--- src/rtl/seu_campaign_pkg.sv ---
package seu_campaign_pkg;
  typedef enum logic [2:0] {
    ST_IDLE, ST_CALRST, ST_CAL, ST_PREP, ST_RUN, ST_FIN
  } fsm_e;

  typedef enum logic [1:0] {
    CLS_UNACE = 2'd0,
    CLS_SDC   = 2'd1,
    CLS_HANG  = 2'd2
  } cls_e;

  localparam int N_CLS = 3;

  localparam logic [2:0] SET_RF   = 3'd0;
  localparam logic [2:0] SET_PC   = 3'd1;
  localparam logic [2:0] SET_FLG  = 3'd2;
  localparam logic [2:0] SET_SP   = 3'd3;
  localparam logic [2:0] SET_PIPE = 3'd4;
endpackage

--- src/rtl/seu_lfsr16.sv ---
module seu_lfsr16 #(
  parameter int          W    = 16,
  parameter logic [W-1:0] TAPS = 16'hB400
) (
  input  logic         clk,
  input  logic         rst_n,
  input  logic         load,
  input  logic [W-1:0] seed,
  input  logic         adv,
  output logic [W-1:0] state,
  output logic [W-1:0] step1
);
  logic [W-1:0] st_q, st_d, step2;

  function automatic logic [W-1:0] nxt(logic [W-1:0] s);
    return (s >> 1) ^ (s[0] ? TAPS : '0);
  endfunction

  assign step1 = nxt(st_q);
  assign step2 = nxt(step1);

  always_comb begin
    st_d = st_q;
    if (load)     st_d = (seed == '0) ? W'(1) : seed;
    else if (adv) st_d = step2;
  end

  always_ff @(posedge clk or negedge rst_n) begin
    if (!rst_n)           st_q <= W'(1);
    else if (load || adv) st_q <= st_d;
  end

  assign state = st_q;
endmodule

--- src/rtl/seu_mod_unit.sv ---
module seu_mod_unit #(
  parameter int W = 16
) (
  input  logic         clk,
  input  logic         rst_n,
  input  logic         start,
  input  logic [W-1:0] num,
  input  logic [W-1:0] den,
  output logic         done,
  output logic [W-1:0] rem
);
  localparam int CW = $clog2(W);

  logic [W-1:0]  sh_q, rem_q;
  logic [CW-1:0] cnt_q;
  logic          busy_q, done_q;
  logic [W:0]    trial, diff;
  logic          ge;

  assign trial = {rem_q, sh_q[W-1]};
  assign diff  = trial - {1'b0, den};
  assign ge    = trial >= {1'b0, den};

  always_ff @(posedge clk or negedge rst_n) begin
    if (!rst_n) begin
      sh_q   <= '0;
      rem_q  <= '0;
      cnt_q  <= '0;
      busy_q <= 1'b0;
      done_q <= 1'b0;
    end else if (start) begin
      sh_q   <= num;
      rem_q  <= '0;
      cnt_q  <= '0;
      busy_q <= 1'b1;
      done_q <= 1'b0;
    end else if (busy_q) begin
      sh_q   <= sh_q << 1;
      rem_q  <= ge ? diff[W-1:0] : trial[W-1:0];
      cnt_q  <= cnt_q + 1'b1;
      busy_q <= (cnt_q != CW'(W - 1));
      done_q <= (cnt_q == CW'(W - 1));
    end else begin
      done_q <= 1'b0;
    end
  end

  assign done = done_q;
  assign rem  = rem_q;
endmodule

--- src/rtl/seu_sat_cnt.sv ---
module seu_sat_cnt #(
  parameter int W = 16
) (
  input  logic         clk,
  input  logic         rst_n,
  input  logic         clr,
  input  logic         inc,
  output logic [W-1:0] q
);
  logic [W-1:0] q_q;
  logic         en;

  assign en = clr || (inc && (q_q != '1));

  always_ff @(posedge clk or negedge rst_n) begin
    if (!rst_n)  q_q <= '0;
    else if (en) q_q <= clr ? '0 : q_q + 1'b1;
  end

  assign q = q_q;
endmodule

--- src/rtl/seu_campaign_ctrl.sv ---
module seu_campaign_ctrl
  import seu_campaign_pkg::*;
#(
  parameter int  LW     = 16,
  parameter int  CNT_W  = 16,
  parameter int  DATA_W = 8,
  parameter int  RUNS_W = 16,
  parameter int  W_RF   = 64,
  parameter int  W_PC   = 10,
  parameter int  W_FLG  = 2,
  parameter int  W_SP   = 5,
  parameter int  W_PIPE = 24,
  localparam int W_MAX  = (W_RF > W_PC ? W_RF : W_PC) > (W_FLG > W_SP ? (W_FLG > W_PIPE ? W_FLG : W_PIPE) : (W_SP > W_PIPE ? W_SP : W_PIPE))
                          ? (W_RF > W_PC ? W_RF : W_PC)
                          : (W_FLG > W_SP ? (W_FLG > W_PIPE ? W_FLG : W_PIPE) : (W_SP > W_PIPE ? W_SP : W_PIPE)),
  localparam int IDX_W  = (W_MAX > 1) ? $clog2(W_MAX) : 1
) (
  input  logic              clk,
  input  logic              rst_n,
  input  logic              start,
  input  logic [RUNS_W-1:0] run_count,
  input  logic [LW-1:0]     seed,
  input  logic [2:0]        tgt_sel,
  input  logic              gold_done,
  input  logic              gold_out_vld,
  input  logic [DATA_W-1:0] gold_out_data,
  input  logic              dut_done,
  input  logic              dut_out_vld,
  input  logic [DATA_W-1:0] dut_out_data,
  output logic              core_rst,
  output logic              flip_stb,
  output logic [2:0]        flip_set,
  output logic [IDX_W-1:0]  flip_idx,
  output logic [CNT_W-1:0]  cnt_unace,
  output logic [CNT_W-1:0]  cnt_sdc,
  output logic [CNT_W-1:0]  cnt_hang,
  output logic              camp_done
);
  // Reset: asserted asynchronously, released through two flops
  logic [1:0] rsync_q;
  logic       rst_ni;
  always_ff @(posedge clk or negedge rst_n) begin
    if (!rst_n) rsync_q <= 2'b00;
    else        rsync_q <= {rsync_q[0], 1'b1};
  end
  assign rst_ni = rsync_q[1];

  fsm_e              st_q, st_d;
  logic [LW:0]       cyc_q, cyc_d;
  logic [LW-1:0]     glen_q, glen_d, inj_q, inj_d;
  logic [RUNS_W-1:0] runs_q, runs_d;
  logic [2:0]        sel_q, sel_d;
  logic [IDX_W-1:0]  bidx_q, bidx_d;
  logic              pend_q, pend_d, flipped_q, flipped_d;

  logic              evt_vld, div_start, lfsr_adv, lfsr_load, cnt_clr;
  cls_e              evt_cls;
  logic [LW-1:0]     rnd_a, rnd_b, div_rem;
  logic              div_done, mism;
  logic [LW:0]       wd_lim;

  function automatic logic [IDX_W-1:0] idx_of(logic [2:0] s, logic [LW-1:0] v);
    case (s)
      SET_PC:   return IDX_W'(v % LW'(W_PC));
      SET_FLG:  return IDX_W'(v % LW'(W_FLG));
      SET_SP:   return IDX_W'(v % LW'(W_SP));
      SET_PIPE: return IDX_W'(v % LW'(W_PIPE));
      default:  return IDX_W'(v % LW'(W_RF));
    endcase
  endfunction

  seu_lfsr16 #(.W(LW)) u_lfsr (
    .clk(clk), .rst_n(rst_ni), .load(lfsr_load), .seed(seed),
    .adv(lfsr_adv), .state(rnd_a), .step1(rnd_b)
  );

  seu_mod_unit #(.W(LW)) u_mod (
    .clk(clk), .rst_n(rst_ni), .start(div_start), .num(rnd_a),
    .den(glen_q), .done(div_done), .rem(div_rem)
  );

  logic [CNT_W-1:0] cnt_q [N_CLS];
  for (genvar k = 0; k < N_CLS; k++) begin : g_cnt
    seu_sat_cnt #(.W(CNT_W)) u_cnt (
      .clk(clk), .rst_n(rst_ni), .clr(cnt_clr),
      .inc(evt_vld && (evt_cls == cls_e'(k))), .q(cnt_q[k])
    );
  end

  assign mism   = (gold_out_vld || dut_out_vld) &&
                  ((gold_out_vld != dut_out_vld) || (gold_out_data != dut_out_data));
  assign wd_lim = {glen_q, 1'b0};

  always_comb begin
    st_d      = st_q;
    cyc_d     = cyc_q;
    glen_d    = glen_q;
    inj_d     = inj_q;
    runs_d    = runs_q;
    sel_d     = sel_q;
    bidx_d    = bidx_q;
    pend_d    = pend_q;
    flipped_d = flipped_q;
    evt_vld   = 1'b0;
    evt_cls   = CLS_UNACE;
    div_start = 1'b0;
    lfsr_adv  = 1'b0;
    lfsr_load = 1'b0;
    cnt_clr   = 1'b0;
    case (st_q)
      ST_IDLE, ST_FIN: begin
        if (start) begin
          st_d      = ST_CALRST;
          runs_d    = run_count;
          sel_d     = (tgt_sel > SET_PIPE) ? SET_RF : tgt_sel;
          lfsr_load = 1'b1;
          cnt_clr   = 1'b1;
        end
      end
      ST_CALRST: begin
        st_d  = ST_CAL;
        cyc_d = '0;
      end
      ST_CAL: begin
        cyc_d = cyc_q + 1'b1;
        if (gold_done) begin
          glen_d = (cyc_q[LW-1:0] == '0) ? LW'(1) : cyc_q[LW-1:0];
          if (runs_q == '0) begin
            st_d = ST_FIN;
          end else begin
            st_d      = ST_PREP;
            div_start = 1'b1;
            lfsr_adv  = 1'b1;
            bidx_d    = idx_of(sel_q, rnd_b);
          end
        end
      end
      ST_PREP: begin
        if (div_done) begin
          st_d      = ST_RUN;
          inj_d     = div_rem;
          cyc_d     = '0;
          pend_d    = 1'b0;
          flipped_d = 1'b0;
        end
      end
      ST_RUN: begin
        cyc_d  = cyc_q + 1'b1;
        pend_d = pend_q || mism;
        if (cyc_q == {1'b0, inj_q}) flipped_d = 1'b1;
        if (dut_done || (cyc_q >= wd_lim)) begin
          evt_vld = 1'b1;
          if (!dut_done)            evt_cls = CLS_HANG;
          else if (pend_q || mism)  evt_cls = CLS_SDC;
          else                      evt_cls = CLS_UNACE;
          runs_d = runs_q - 1'b1;
          if (runs_q == RUNS_W'(1)) begin
            st_d = ST_FIN;
          end else begin
            st_d      = ST_PREP;
            div_start = 1'b1;
            lfsr_adv  = 1'b1;
            bidx_d    = idx_of(sel_q, rnd_b);
          end
        end
      end
      default: st_d = ST_IDLE;
    endcase
  end

  always_ff @(posedge clk or negedge rst_ni) begin
    if (!rst_ni) begin
      st_q      <= ST_IDLE;
      cyc_q     <= '0;
      glen_q    <= LW'(1);
      inj_q     <= '0;
      runs_q    <= '0;
      sel_q     <= SET_RF;
      bidx_q    <= '0;
      pend_q    <= 1'b0;
      flipped_q <= 1'b0;
    end else begin
      st_q      <= st_d;
      cyc_q     <= cyc_d;
      glen_q    <= glen_d;
      inj_q     <= inj_d;
      runs_q    <= runs_d;
      sel_q     <= sel_d;
      bidx_q    <= bidx_d;
      pend_q    <= pend_d;
      flipped_q <= flipped_d;
    end
  end

  assign core_rst  = (st_q != ST_CAL) && (st_q != ST_RUN);
  assign flip_stb  = (st_q == ST_RUN) && !flipped_q && (cyc_q == {1'b0, inj_q});
  assign flip_set  = sel_q;
  assign flip_idx  = bidx_q;
  assign camp_done = (st_q == ST_FIN);
  assign cnt_unace = cnt_q[CLS_UNACE];
  assign cnt_sdc   = cnt_q[CLS_SDC];
  assign cnt_hang  = cnt_q[CLS_HANG];
endmodule

--- config.mk ---
export PLATFORM = sky130hd
export DESIGN_NAME = seu_campaign_ctrl
export DESIGN_NICKNAME = d
export VERILOG_FILES = /design/src/rtl/seu_campaign_pkg.sv /design/src/rtl/seu_lfsr16.sv /design/src/rtl/seu_mod_unit.sv /design/src/rtl/seu_sat_cnt.sv /design/src/rtl/seu_campaign_ctrl.sv
export SDC_FILE = /design/constraint.sdc
export NUM_CORES = 1
export LEC_CHECK = 0
export ABC_AREA = 1
export BUFFER_PORTS_ARGS = -buffer_cell sky130_fd_sc_hd__buf_2
export CAP_MARGIN = 15
export CORE_MARGIN = 2
export CORE_UTILIZATION = 65
export CTS_CLUSTER_DIAMETER = 80
export DETAILED_ROUTE_END_ITERATION = 6
export GPL_TIMING_DRIVEN = 0
export MAX_ROUTING_LAYER = met4
export PLACE_DENSITY = 0.85
export RECOVER_POWER = 100
export SETUP_SLACK_MARGIN = 0.2
export SYNTH_ARGS = -nofsm -noshare
export SYNTH_HDL_FRONTEND = slang
export SYNTH_SLANG_ARGS = --single-unit
--- constraint.sdc ---
create_clock -name clk -period 17.8 [get_ports clk]
set_clock_uncertainty 0.1 [all_clocks]
set_input_delay 2.67 -clock clk [delete_from_list [all_inputs] [get_ports clk]]
set_output_delay 2.67 -clock clk [all_outputs]
set_load 0.005 [all_outputs]
==> results of run 1 <==
logic make-up after synthesis:
logic type / after synthesis / synth area share [%]
other cells: 1 / 0.0247
mux: 1 / 0.0740
xor+xnor: 80 / 4.61
compound gates: 409 / 15.8
flops: 183 / 30.1
fa+ha+maj: 111 / 9.23
buf+inv: 388 / 9.91
simple gates: 1002 / 30.2
cell usage after synthesis, types with 4 or more instances:
cell	number	area share [%]
o21ai_1	8	0.26
o31ai_1	4	0.20
nor3_1	47	1.5
nand3b_1	7	0.35
o22ai_1	25	1.0
a31oi_1	20	0.82
inv_1	323	8.0
clkbuf_1	40	0.99
xor2_1	44	2.5
a21o_1	5	0.25
nand3_1	125	4.1
a211oi_1	9	0.44
o221ai_1	9	0.52
buf_6	6	0.44
a21oi_2	5	0.29
nand2_2	23	0.95
o211ai_1	25	1.2
a21oi_1	93	3.1
nor4_1	18	0.74
or2_2	14	0.58
nand3_2	16	1.1
nand4_1	36	1.5
inv_2	13	0.32
nand3_4	6	0.69
a221oi_1	5	0.29
o21ai_0	167	5.5
o21bai_1	12	0.59
dfrtp_1	181	30
nor2_1	196	4.8
nand2_1	485	12
nor2_2	8	0.33
o21a_1	5	0.25
xnor2_1	36	2.1
clkinv_1	4	0.099
ha_1	109	9.0
nor2_4	5	0.37
per-stage QoR:
stage	setup WS, ps	setup TNS, ps	hold WS (ps)	utilization (%)	cells
after floorplan	-2520	-14950	231	-	2175
after detailed placement	-5710	-33730	243	72.5	2608
after CTS	-1460	-8380	259	83.0	2826
after global placement	-4830	-28640	240	72.1	2605
per-layer routing:
| layer | GRT overflow | GRT usage (%) |
|---|---|---|
| met4 | 41 | 63.9 |
| met1 | 5 | 67.5 |
| met5 | - | - |
| met3 | 2 | 39.9 |
| met2 | 67 | 86.9 |
timing repair:
| action | 4_1_cts |
|---|---|
| resized for setup | 101 |
| setup buffers | 184 |
| setup endpoints to repair | 6 |
| cloned | 2 |
| pin swaps | 112 |
==> results.py, run 1 <==
metrics = {
    "place": {
        "postPlaceCellArea_um2": 16500,
        "port_buffers": 117,
        "gp_congestion": 0.951,
        "dp_hpwl_um": 31400,
    },
    "yosys": {
        "ys.flop_type": "dfrtp_1",
        "seq_area_frac_synth_pct": 30.1,
        "ys_types": 64,
        "synth_area_per_cell_um2": 6.99,
        "synthArstFlopShare_pct": 100,
        "synth-edff-count": 0,
        "ys_ff_latch": 183,
        "ys_warn_count": 0,
        "syn_inst": 2175,
        "synth.cell_area_um2": 15200,
        "synth_nets": 2344,
    },
    "global_routing": {
        "grt_overflow": 115,
        "grt_max_degree": 49,
        "grtUsageTotal_pct": 66.5,
    },
    "sta": {
        "worstEpCategory": "register input",
        "grt-worst-endpoint": "flip_idx[0]$_DFFE_PN0P_/D",
    },
    "floorplan": {
        "io_pins": 118,
        "die_h_um": 157,
        "num_rows": 55,
        "die-width_um": 157,
        "start_util_pct": 66.8,
    },
    "status": {
        "lastStage": "global routing",
        "error_line": "[ERROR GRT-0232] Routing congestion too high. Check the congestion heatmap in the GUI.",
        "status": "aborted with a tool error",
    },
    "clock_tree": {
        "hold_buffers": 0,
        "cts_sinks": 183,
        "htreeDepth": 4,
        "clockBufferDepth": 2,
        "cts-root-buf": "clkbuf_16",
        "cts_made_buffers": 17,
    },
}
==> run 2, diff against run 1 <==
--- a/config.mk
+++ b/config.mk
@@ -9,14 +9,11 @@
 export BUFFER_PORTS_ARGS = -buffer_cell sky130_fd_sc_hd__buf_2
 export CAP_MARGIN = 15
 export CORE_MARGIN = 2
-export CORE_UTILIZATION = 65
-export CTS_CLUSTER_DIAMETER = 80
+export CORE_UTILIZATION = 40
 export DETAILED_ROUTE_END_ITERATION = 6
 export GPL_TIMING_DRIVEN = 0
-export MAX_ROUTING_LAYER = met4
-export PLACE_DENSITY = 0.85
+export PLACE_DENSITY_LB_ADDON = 0.15
 export RECOVER_POWER = 100
-export SETUP_SLACK_MARGIN = 0.2
 export SYNTH_ARGS = -nofsm -noshare
 export SYNTH_HDL_FRONTEND = slang
 export SYNTH_SLANG_ARGS = --single-unit
==> results.py, run 2 <==
metrics = {
    "yosys": {
        "ys.flop_type": "dfrtp_1",
        "ys_warn_count": 0,
        "syn_inst": 2175,
        "yosysMostFrequentCell": "nand2_1",
        "yosys-top-cells-count": "nand2_1, inv_1, nor2_1",
        "synth_adder_area_share_pct": 9.23,
        "synthMuxAreaShare_pct": 0.0740,
        "synth_compound_area_share_pct": 15.8,
        "synth-edff-count": 0,
        "synth.cell_area_um2": 15200,
        "synth_nets": 2344,
        "synth_top_area_cell": "dfrtp_1",
        "synth_area_leaders": "dfrtp_1, nand2_1, ha_1, inv_1, o21ai_0",
        "ys_ff_latch": 183,
        "synth_top_family_by_area": "simple AND/OR/NAND/NOR gates",
        "synthXorXnorAreaFrac_pct": 4.61,
        "ys_types": 64,
        "synthSimpleGateAreaFrac_pct": 30.2,
        "synth_area_per_cell_um2": 6.99,
        "synthArstFlopShare_pct": 100,
        "seq_area_frac_synth_pct": 30.1,
        "synth_top_area_share_pct": 29.8,
    },
    "sta": {
        "final_max_slew_viol_count": 155,
        "setup_viol": 6,
        "relSlewSlack_pct": -149,
        "rsz0062_at_grt": "yes",
        "tightest_slew_ps": 3730,
        "fin_crit_sh_pct": 111,
        "hold_viol": 0,
        "fin_crit_ps": 19780,
        "setup_slack_ps": -1980,
        "fmax_ghz": 0.0506,
    },
    "finish": {
        "drive_gt1_share_pct": 24.0,
        "largest_register_ffs": 48,
        "nets": 2702,
        "mostFrequentLayoutCells": "nand2_1, inv_1, buf_4",
        "final_common_cell": "nand2_1",
        "syn_to_final_growth_pct": 30.5,
        "stdcell_count": 3061,
        "n_fill_cell": 3578,
    },
    "critical_path": {
        "path_class": "register to register",
        "cp_data_required_time_ps": 18040,
        "cp_slowest_stage_delay_ps": 430,
        "endpoint_kind": "register",
        "crit_slowest_cell": "dfrtp_1",
        "cp_max_fo": 6,
        "worstSetupStartpointType": "register",
        "crit_path_frequent_cell": "buf_4",
        "arrival_ps": 20020,
    },
    "place": {
        "dp_hpwl_um": 33100,
        "dp.cells": 2807,
        "port_buffers": 117,
        "gp_congestion": 0.876,
    },
    "floorplan": {
        "core_area_um2": 37600,
        "die_h_um": 199,
        "start_util_pct": 40.5,
        "io_pins": 118,
        "die_area_um2": 39600,
        "die-width_um": 199,
        "num_rows": 71,
    },
    "detailed_routing": {
        "ant_nets": 0,
        "vias": 15800,
        "wl_um": 46900,
        "first_iter_violations": 852,
        "drc_errors": 0,
        "dr.pass1.iters": 5,
        "wire_per_inst_um": 15.3,
        "vias_per_cell": 5.16,
    },
    "global_routing": {
        "grtUsageTotal_pct": 23.4,
        "grt_pass1_vias": 15300,
        "grt_max_degree": 69,
        "grt_pass1_wl_um": 74900,
        "grt_overflow": 0,
        "antenna_found_initial": 4,
    },
    "clock_tree": {
        "clk_latency_ps": 460,
        "cts_tree": "done",
        "cts_sinks": 183,
        "clockBufferDepth": 2,
        "cts-root-buf": "clkbuf_16",
        "cts_made_buffers": 17,
        "htreeDepth": 4,
        "path_clk_slew_ps": 80,
    },
    "status": {
        "status": "finished, violations left",
        "violations": "max-capacitance violations, max-slew violations, negative setup slack",
    },
    "job": {
        "drv_cap": 3,
    },
    "worst_hold_path": {
        "min_path_type": "register to register",
    },
}
## run 2: worst max-delay path, delay by kind of cell, from the launching register on
| kind | cells | cell delay (ps) |
|---|---|---|
| buf+inv | 41 | 4710 |
| simple gates | 68 | 6640 |
| compound gates | 37 | 4530 |
| flops | 1 | 430 |
| fa+ha+maj | 12 | 3190 |
## run 2: kinds of logic after synthesis
family                   count (synthesis)
buffers and inverters                  388
flip-flops                             183
XOR/XNOR                                80
multiplexers                             1
AO/OA/AOI/OAI                          409
AND/OR/NAND/NOR                       1002
other                                    1
adder cells (fa/ha/maj)                111
## run 2: cell type report
type                            count  area (um2)  share of cell area, %
Clock buffer                       17         425                   2.14
Inverter                          341        1340                   6.74
Buffer                             47         221                   1.12
Multi-Input combinational cell   1604       10300                   51.6
Sequential cell                   183        4580                   23.1
Clock inverter                     15         174                  0.876
Timing Repair inverter              1        5.00                 0.0252
Antenna cell                        4        10.0                 0.0504
Timing Repair Buffer              338        2200                   11.1
Tap cell                          511         639                   3.22
## run 2: worst paths after layout
check                            start             endpoint  slack (ps)  cells after the start
hold reg to reg             rsync_q[0]           rsync_q[1]         260                      0
min in group asynchronous   rsync_q[1]  g_cnt[1].u_cnt.q[7]         430                      0
setup reg to reg           flip_set[1]          flip_idx[2]       -1980                    158
setup / recovery           flip_set[1]          flip_idx[2]       -1980                    158
max in group asynchronous   rsync_q[1]         u_mod.rem[4]       12470                      2
hold / removal              rsync_q[0]           rsync_q[1]         260                      0
## run 2: routing by layer
metal	GRT usage [%]	vias to the layer above	wire, um	share of wire (%)
li1	-	7945	-	-
met1	30.6	7389	21100	45
met2	39.6	386	22400	48
met3	3.78	69	2280	4.9
met4	7.27	0	1150	2.4
met5	0	-	0	0
## run 2: through the flow
| stage | setup slack, ps | hold slack [ps] | area (um2) | util [%] | setup TNS [ps] |
|---|---|---|---|---|---|
| 6_report | -1980 | 257 | 19900 | 52.8 | -11730 |
| 5_1_grt | -3110 | 280 | 19900 | 52.8 | -18510 |
| 4_1_cts | -1320 | 215 | 19100 | 50.8 | -7790 |
| 3_5_place_dp | -5780 | 206 | 16800 | 44.6 | -34440 |
| 3_3_place_gp | -5290 | 239 | 16700 | 44.4 | -31510 |
| 2_1_floorplan | -2520 | 231 | 15400 | - | -14950 |
## run 2: repair_timing
action,CTS,global route
gates cloned,2,0
hold buffers,0,0
endpoints found under the setup margin,6,6
resized for setup,107,107
buffers inserted,167,50
pin swaps,106,118
Power of run 2 is left out: the tool's default activity adds up to more than one toggle a clock period on the data nets, which glitch-free logic cannot reach.
